## src/rtl/nvm_diff_pkg.sv

```systemverilog
package nvm_diff_pkg;

    typedef enum logic [3:0] {
        ST_IDLE,
        ST_READ,
        ST_CAPTURE,
        ST_SELECT,
        ST_SET_PULSE,
        ST_SET_VERIFY,
        ST_SET_CHECK,
        ST_RST_PULSE,
        ST_RST_VERIFY,
        ST_RST_CHECK,
        ST_FINISH
    } wr_state_e;

    typedef enum logic [1:0] {
        WR_OK        = 2'd0,
        WR_REFUSED   = 2'd1,
        WR_PROG_FAIL = 2'd2
    } wr_status_e;

endpackage

```

## src/rtl/nvm_popcount.sv

```systemverilog
module nvm_popcount #(
    parameter int W     = 32,
    parameter int OUT_W = 6
) (
    input  logic [W-1:0]     vec,
    output logic [OUT_W-1:0] cnt
);
    always_comb begin
        cnt = '0;
        for (int i = 0; i < W; i++) begin
            cnt = cnt + OUT_W'(vec[i]);
        end
    end
endmodule

```

## src/rtl/nvm_diff_mask.sv

```systemverilog
module nvm_diff_mask #(
    parameter int WORD_W = 32,
    parameter int BE_W   = 4
) (
    input  logic [WORD_W-1:0] old_word,
    input  logic [WORD_W-1:0] new_word,
    input  logic [BE_W-1:0]   lane_en,
    output logic [WORD_W-1:0] lane_bits,
    output logic [WORD_W-1:0] set_mask,
    output logic [WORD_W-1:0] rst_mask,
    output logic [WORD_W-1:0] diff_mask
);
    for (genvar b = 0; b < WORD_W; b++) begin : g_lane
        assign lane_bits[b] = lane_en[b/8];
    end

    assign set_mask  = new_word & ~old_word & lane_bits;
    assign rst_mask  = ~new_word & old_word & lane_bits;
    assign diff_mask = set_mask | rst_mask;
endmodule

```

## src/rtl/nvm_sub_finder.sv

```systemverilog
module nvm_sub_finder #(
    parameter int WORD_W = 32,
    parameter int SUB_W  = 8,
    parameter int NSUB   = 4,
    parameter int IDX_W  = 2
) (
    input  logic [WORD_W-1:0] pending,
    output logic              found,
    output logic [IDX_W-1:0]  idx
);
    always_comb begin
        found = 1'b0;
        idx   = '0;
        for (int s = NSUB - 1; s >= 0; s--) begin
            if (|pending[s*SUB_W +: SUB_W]) begin
                found = 1'b1;
                idx   = IDX_W'(s);
            end
        end
    end
endmodule

```

## src/rtl/nvm_diff_writer.sv

```systemverilog
module nvm_diff_writer
    import nvm_diff_pkg::*;
#(
    parameter int ADDR_W     = 4,
    parameter int WORD_W     = 32,
    parameter int SUB_W      = 8,
    parameter int MAX_PULSES = 8,
    localparam int BE_W      = WORD_W / 8,
    localparam int NSUB      = WORD_W / SUB_W,
    localparam int SUB_IDX_W = (NSUB > 1) ? $clog2(NSUB) : 1,
    localparam int PULSE_W   = $clog2(WORD_W * MAX_PULSES + 1),
    localparam int CHG_W     = $clog2(WORD_W + 1)
) (
    input  logic                 clk,
    input  logic                 rst_n,
    input  logic                 ro_mode,
    input  logic                 req_valid,
    output logic                 req_ready,
    input  logic [ADDR_W-1:0]    req_addr,
    input  logic [WORD_W-1:0]    req_data,
    input  logic [BE_W-1:0]      req_be,
    output logic                 busy,
    output logic                 done,
    output logic [1:0]           done_status,
    output logic [SUB_IDX_W-1:0] fail_sub,
    output logic [PULSE_W-1:0]   last_pulses,
    output logic [CHG_W-1:0]     last_changed,
    output logic                 arr_supply_en,
    output logic [ADDR_W-1:0]    arr_addr,
    output logic                 arr_rd_en,
    input  logic [WORD_W-1:0]    arr_rd_data,
    output logic                 arr_set_en,
    output logic                 arr_reset_en,
    output logic [WORD_W-1:0]    arr_bit_mask
);
    localparam int PCNT_W = $clog2(MAX_PULSES + 1);

    wr_state_e              state, nxt_state;
    wr_status_e             status_q;
    logic [ADDR_W-1:0]      addr_q;
    logic [WORD_W-1:0]      data_q;
    logic [BE_W-1:0]        be_q;
    logic [WORD_W-1:0]      set_rem, rst_rem;
    logic [SUB_IDX_W-1:0]   sub_idx, fail_sub_q;
    logic [PCNT_W-1:0]      pulse_cnt;
    logic [PULSE_W-1:0]     pulses_q;
    logic [CHG_W-1:0]       changed_q;

    logic [WORD_W-1:0]      lane_bits, m_set, m_rst, m_diff;
    logic [WORD_W-1:0]      sel_mask, fnd_mask, set_after, rst_after;
    logic                   fnd, set_left, rst_left_cur, rst_left_after, at_limit;
    logic [SUB_IDX_W-1:0]   fnd_idx;
    logic [CHG_W-1:0]       pop_diff, pop_pulse;

    nvm_diff_mask #(.WORD_W(WORD_W), .BE_W(BE_W)) u_mask (
        .old_word (arr_rd_data),
        .new_word (data_q),
        .lane_en  (be_q),
        .lane_bits(lane_bits),
        .set_mask (m_set),
        .rst_mask (m_rst),
        .diff_mask(m_diff)
    );

    nvm_sub_finder #(.WORD_W(WORD_W), .SUB_W(SUB_W), .NSUB(NSUB), .IDX_W(SUB_IDX_W)) u_find (
        .pending(set_rem | rst_rem),
        .found  (fnd),
        .idx    (fnd_idx)
    );

    nvm_popcount #(.W(WORD_W), .OUT_W(CHG_W)) u_pop_diff (
        .vec(m_diff),
        .cnt(pop_diff)
    );

    nvm_popcount #(.W(WORD_W), .OUT_W(CHG_W)) u_pop_pulse (
        .vec(arr_bit_mask),
        .cnt(pop_pulse)
    );

    // Sub-word masks for the active and the next pending sub-word
    always_comb begin
        for (int b = 0; b < WORD_W; b++) begin
            sel_mask[b] = ((b / SUB_W) == int'(sub_idx));
            fnd_mask[b] = ((b / SUB_W) == int'(fnd_idx));
        end
    end

    // Verify results: a SET bit is done when it reads 1, a RESET bit when it reads 0
    assign set_after      = set_rem & ~(arr_rd_data & sel_mask);
    assign rst_after      = rst_rem & ~(~arr_rd_data & sel_mask);
    assign set_left       = |(set_after & sel_mask);
    assign rst_left_cur   = |(rst_rem & sel_mask);
    assign rst_left_after = |(rst_after & sel_mask);
    assign at_limit       = (pulse_cnt == PCNT_W'(MAX_PULSES));

    // Next-state logic
    always_comb begin
        nxt_state = state;
        unique case (state)
            ST_IDLE:       if (req_valid) nxt_state = ro_mode ? ST_FINISH : ST_READ;
            ST_READ:       nxt_state = ST_CAPTURE;
            ST_CAPTURE:    nxt_state = ST_SELECT;
            ST_SELECT: begin
                if (!fnd)                        nxt_state = ST_FINISH;
                else if (|(set_rem & fnd_mask))  nxt_state = ST_SET_PULSE;
                else                             nxt_state = ST_RST_PULSE;
            end
            ST_SET_PULSE:  nxt_state = ro_mode ? ST_FINISH : ST_SET_VERIFY;
            ST_SET_VERIFY: nxt_state = ST_SET_CHECK;
            ST_SET_CHECK: begin
                if (set_left)          nxt_state = at_limit ? ST_FINISH : ST_SET_PULSE;
                else if (rst_left_cur) nxt_state = ST_RST_PULSE;
                else                   nxt_state = ST_SELECT;
            end
            ST_RST_PULSE:  nxt_state = ro_mode ? ST_FINISH : ST_RST_VERIFY;
            ST_RST_VERIFY: nxt_state = ST_RST_CHECK;
            ST_RST_CHECK: begin
                if (rst_left_after) nxt_state = at_limit ? ST_FINISH : ST_RST_PULSE;
                else                nxt_state = ST_SELECT;
            end
            ST_FINISH:     nxt_state = ST_IDLE;
            default:       nxt_state = ST_IDLE;
        endcase
    end

    // State register
    always_ff @(posedge clk or negedge rst_n) begin
        if (!rst_n) state <= ST_IDLE;
        else        state <= nxt_state;
    end

    // Datapath registers
    always_ff @(posedge clk or negedge rst_n) begin
        if (!rst_n) begin
            status_q   <= WR_OK;
            addr_q     <= '0;
            data_q     <= '0;
            be_q       <= '0;
            set_rem    <= '0;
            rst_rem    <= '0;
            sub_idx    <= '0;
            fail_sub_q <= '0;
            pulse_cnt  <= '0;
            pulses_q   <= '0;
            changed_q  <= '0;
        end else begin
            unique case (state)
                ST_IDLE: if (req_valid) begin
                    addr_q     <= req_addr;
                    data_q     <= req_data;
                    be_q       <= req_be;
                    pulses_q   <= '0;
                    changed_q  <= '0;
                    fail_sub_q <= '0;
                    set_rem    <= '0;
                    rst_rem    <= '0;
                    status_q   <= ro_mode ? WR_REFUSED : WR_OK;
                end
                ST_CAPTURE: begin
                    set_rem   <= m_set;
                    rst_rem   <= m_rst;
                    changed_q <= pop_diff;
                end
                ST_SELECT: begin
                    sub_idx   <= fnd_idx;
                    pulse_cnt <= '0;
                end
                ST_SET_PULSE, ST_RST_PULSE: begin
                    if (ro_mode) begin
                        status_q <= WR_REFUSED;
                    end else begin
                        pulse_cnt <= pulse_cnt + 1'b1;
                        pulses_q  <= pulses_q + PULSE_W'(pop_pulse);
                    end
                end
                ST_SET_CHECK: begin
                    set_rem <= set_after;
                    if (set_left && at_limit) begin
                        status_q   <= WR_PROG_FAIL;
                        fail_sub_q <= sub_idx;
                    end
                    if (!set_left) pulse_cnt <= '0;
                end
                ST_RST_CHECK: begin
                    rst_rem <= rst_after;
                    if (rst_left_after && at_limit) begin
                        status_q   <= WR_PROG_FAIL;
                        fail_sub_q <= sub_idx;
                    end
                end
                default: ;
            endcase
        end
    end

    // Outputs
    always_comb begin
        req_ready     = (state == ST_IDLE);
        busy          = (state != ST_IDLE);
        done          = (state == ST_FINISH);
        done_status   = status_q;
        fail_sub      = fail_sub_q;
        last_pulses   = pulses_q;
        last_changed  = changed_q;
        arr_supply_en = !ro_mode;
        arr_addr      = addr_q;
        arr_rd_en     = (state == ST_READ) || (state == ST_SET_VERIFY) || (state == ST_RST_VERIFY);
        arr_set_en    = (state == ST_SET_PULSE) && !ro_mode;
        arr_reset_en  = (state == ST_RST_PULSE) && !ro_mode;
        arr_bit_mask  = '0;
        if (state == ST_SET_PULSE) arr_bit_mask = set_rem & sel_mask;
        if (state == ST_RST_PULSE) arr_bit_mask = rst_rem & sel_mask;
    end

    // Properties
    assert_set_reset_exclusive_R3: assert property (@(posedge clk) disable iff (!rst_n)
        !(arr_set_en && arr_reset_en));

    assert_set_only_to_one_R3: assert property (@(posedge clk) disable iff (!rst_n)
        arr_set_en |-> ((arr_bit_mask & ~data_q) == '0));

    assert_reset_only_to_zero_R3: assert property (@(posedge clk) disable iff (!rst_n)
        arr_reset_en |-> ((arr_bit_mask & data_q) == '0));

    assert_mask_in_lanes_R4: assert property (@(posedge clk) disable iff (!rst_n)
        (arr_set_en || arr_reset_en) |-> ((arr_bit_mask & ~lane_bits) == '0));

    assert_no_pulse_readonly_R9: assert property (@(posedge clk) disable iff (!rst_n)
        (arr_set_en || arr_reset_en) |-> arr_supply_en);

    assert_pulse_limit_R8: assert property (@(posedge clk) disable iff (!rst_n)
        pulse_cnt <= PCNT_W'(MAX_PULSES));

    assert_done_single_R11: assert property (@(posedge clk) disable iff (!rst_n)
        done |=> !done);

    assert_busy_ends_on_done_R11: assert property (@(posedge clk) disable iff (!rst_n)
        $fell(busy) |-> $past(done));

endmodule

```

## config.mk

```make
export PLATFORM = sky130hd
export DESIGN_NAME = nvm_diff_writer
export DESIGN_NICKNAME = d
export VERILOG_FILES = /design/src/rtl/nvm_diff_pkg.sv /design/src/rtl/nvm_popcount.sv /design/src/rtl/nvm_diff_mask.sv /design/src/rtl/nvm_sub_finder.sv /design/src/rtl/nvm_diff_writer.sv
export SDC_FILE = /design/constraint.sdc
export NUM_CORES = 1
export LEC_CHECK = 0
export BUFFER_PORTS_ARGS = -buffer_cell sky130_fd_sc_hd__buf_4
export CAP_MARGIN = 20
export CORE_MARGIN = 2
export CORE_UTILIZATION = 59
export DETAILED_ROUTE_END_ITERATION = 10
export PLACE_DENSITY = 0.82
export SLEW_MARGIN = 20
export SYNTH_ARGS = -nofsm -noshare
export SYNTH_HDL_FRONTEND = slang
export SYNTH_SLANG_ARGS = --single-unit
```

## constraint.sdc

```tcl
create_clock -name clk -period 10.2 [get_ports clk]
set_clock_uncertainty 0.05 [all_clocks]
set_input_delay 1.53 -clock clk [delete_from_list [all_inputs] [get_ports clk]]
set_output_delay 1.53 -clock clk [all_outputs]
set_load 0.1 [all_outputs]
```

==> impl_metrics.csv <==
group,metric,value,unit
status,status,"finished, final reports clean",
yosys,ys_warn_count,0,
floorplan,die_h,130.2,µm
route,dr.pass1.iters,6,
final_layout,stdcell_area,11180,µm²
critical_path,reg2reg_slack,1.74,ns
sta,maxSlewViolCount,0,
power_and_ir_drop,power,4.144,mW
yosys,synth_top_area_frac,0.3541,
place,port-buffer-count,137,
place,placed_area,10560,µm²
clock_network,numCtsBuffers,17,
global_routing,grt_usage,0.3593,
critical_path,end_kind,"flip-flop",
global_routing,grt_first_pass_wirelength,45.77,mm
critical_path,timing_worst_setup_path_type,"reg -> reg",
place,place_ws,1.887,ns
yosys,synth_area,9398,µm²
yosys,netlist-cell-type-count,64,
clock_network,htreeDepth,4,
clock_network,cts_buffer_depth,2,
yosys,synth_area_leaders,"dfrtp_1 35%, fa_1 10%, nand2_1 7.1%",
route,wl_per_cell,20.30,µm
power_and_ir_drop,ir_worst_vdd,0.4119,mV
clock_network,cts_tree,"built",
critical_path,cp.arrival,8.71,ns
yosys,avgSynthCellArea,8.590,µm²
yosys,synth_area_leader_cell,"dfrtp_1",
route,dr.first_iter.drc_count,1096,
sta,slew_headroom,0.3673,
final_layout,diodes,0,
floorplan,start_util,0.5981,
floorplan,die_x,130.2,µm
yosys,syn-num-nets,1243,
clock_network,clk_latency,0.44,ns
floorplan,io_pins,138,
min_path,min-delay-start,"arr_addr[2]",
route,routed_wl,29.19,mm
sta,fmax,118.3,MHz
route,viasPerCell,6.161,
sta,hold_viol,0,
clock_network,cts_resized,0,
critical_path,reg2reg_depth,26,
sta,worstMarginPinSlew,0.9491,ns
critical_path,cp.required,10.45,ns
clock_network,cts_root_buf,"clkbuf_16",
sta,setup_tns,0,ns
global_routing,grt_max_degree,75,
global_routing,grt_pass1_vias,8487,
yosys,ys_seq_elements,133,
route,antenna_left,0,
global_routing,antenna_found_initial,0,
final_layout,multi_input_area,5430,µm²
min_path,holdPathStages,2,
place,hpwl,20.75,mm
final_layout,syn_to_final_growth,19.01,%
yosys,synth_ff_type,"dfrtp_1",
place,placedCellCount,1406,
clock_network,ctsHoldBuffers,0,
sta,period_needed,8.455,ns
final_layout,drive_gt1_frac,0.1669,
sta,rsz0062_at_grt,"no",
min_path,hold_end,"arr_addr[2]",
critical_path,timing.rr.end,"last_pulses[8]",
clock_network,cts_setup_buffers,0,
critical_path,startpoint_type,"flip-flop",
final_layout,final_cell_mix,"178 x nand2_1, 145 x buf_4, 133 x dfrtp_1",
sta,fin_ws,1.745,ns
final_layout,fin_util,0.7118,
sta,setup_viol,0,
global_routing,grt_overflow_total,0,
flow_run,drv_cap,0,
min_path,worst_hold_path_type,"reg -> reg",
sta,holdWs,0.4294,ns
final_layout,instances_no_fill,1438,
route,drc,0,
critical_path,rr_startpoint,"state[2]",
power_and_ir_drop,p_per_area,370.5,nW/µm²
yosys,seq_area_frac_synth,0.3541,
sta,post-route-period-util,0.8290,
clock_network,path_clk_slew,0.06,ns
floorplan,core_area,15710,µm²
floorplan,num_rows,46,
yosys,ys_async_sr_fraction,1.000,
yosys,synth-edff-count,0,
final_layout,final_common_cell,"nand2_1",
power_and_ir_drop,power.leakage,5.465,nW
final_layout,nFillCells,1228,
floorplan,fp.dieArea,16950,µm²
clock_network,numClockSinks,133,
yosys,synth_cells,1094,
route,vias,8859,
final_layout,nets,1358,
critical_path,crit_fanout,16,
final_layout,seqCellArea,3328,µm²
place,gp_congestion,0.9376,
==> where the power goes <==
group | switching (mW) | internal [mW] | total [mW]
sequential | 0.244 | 0.710 | 0.954
clock | 0.248 | 0.406 | 0.653
combinational | 1.57 | 0.971 | 2.54
==> synthesized netlist by cell type, types with 4 or more instances <==
library cell    n
a21bo_2        11
a21boi_0       19
a21o_1          5
a21oi_1        46
a221oi_1       11
a22o_1         21
a22oi_1        23
a31oi_1         4
and2_1          6
clkbuf_1       43
dfrtp_1       133
fa_1           49
ha_1           24
inv_1         114
mux2i_1         4
nand2_1       179
nand2b_1       59
nand3_1        19
nor2_1         36
nor2b_1         9
nor3_1          6
nor4_1         20
o211ai_1       12
o21a_1         22
o21ai_0       124
o21ai_1        10
o22ai_1        12
xnor2_1         8
xor2_1         10
==> worst max path at each step <==
stage | start | to | slack [ns] | cells after the start
finish | state[2] | last_pulses[8] | 1.74 | 26
global route | state[2] | last_pulses[8] | 1.28 | 25
CTS | state[2] | last_pulses[8] | 1.87 | 26
detailed placement | state[2] | last_pulses[8] | 1.89 | 26
global placement | state[2] | last_pulses[8] | 2.15 | 26
floorplan | state[1] | last_pulses[8] | 0.97 | 28
==> area by class of cell <==
type	instances	area share
Sequential cell	133	0.2976
Clock buffer	22	0.04240
Multi-Input combinational cell	795	0.4855
Clock inverter	10	0.01309
Inverter	116	0.03893
Timing Repair Buffer	146	0.09833
Tap cell	216	0.02416
==> per-layer routing <==
| layer | part of all wire | GRT usage | up-vias |
|---|---|---|---|
| met2 | 0.47 | 0.5808 | 526 |
| met3 | 0.088 | 0.06150 | 112 |
| met1 | 0.39 | 0.4740 | 4235 |
| met4 | 0.048 | 0.1727 | 0 |
| met5 | 0 | 0 | - |
| li1 | - | - | 3986 |
==> logic make-up after synthesis <==
kind of cell | after synthesis | synth area share
and+or+nand+nor | 354 | 0.1807
AOI/OAI and AO/OA | 344 | 0.2350
buffers and inverters | 166 | 0.06923
DFF | 133 | 0.3541
adders and majority gates | 73 | 0.1363
xor gates and xnor gates | 18 | 0.01678
muxes | 6 | 0.007855
==> state kept, by name, summed over array words and instances (netlist names) <==
signal        flops
fail_sub          2
rst_rem          32
pulse_cnt         4
be_q              4
set_rem          32
state             4
data_q           32
done_status       2
arr_addr          4
last_changed      6
sub_idx           2
last_pulses       9
==> worst max-delay path, cell delays in order (launching register included) <==
cell      delay, ns
dfrtp_1        0.58
nor2b_1        0.40
nand3_1        0.58
nor2_1         0.58
a22o_1         0.26
ha_1           0.23
inv_1          0.07
fa_1           0.44
fa_1           0.51
inv_1          0.05
fa_1           0.44
fa_1           0.49
inv_1          0.05
fa_1           0.50
fa_1           0.43
fa_1           0.42
fa_1           0.47
inv_1          0.07
a21o_1         0.10
a21oi_1        0.07
xnor2_1        0.14
ha_1           0.33
a21boi_0       0.26
o21ai_0        0.16
a221oi_1       0.38
xnor2_1        0.17
nor2_1         0.07
Note: power is estimated with default switching activity, not from simulation.
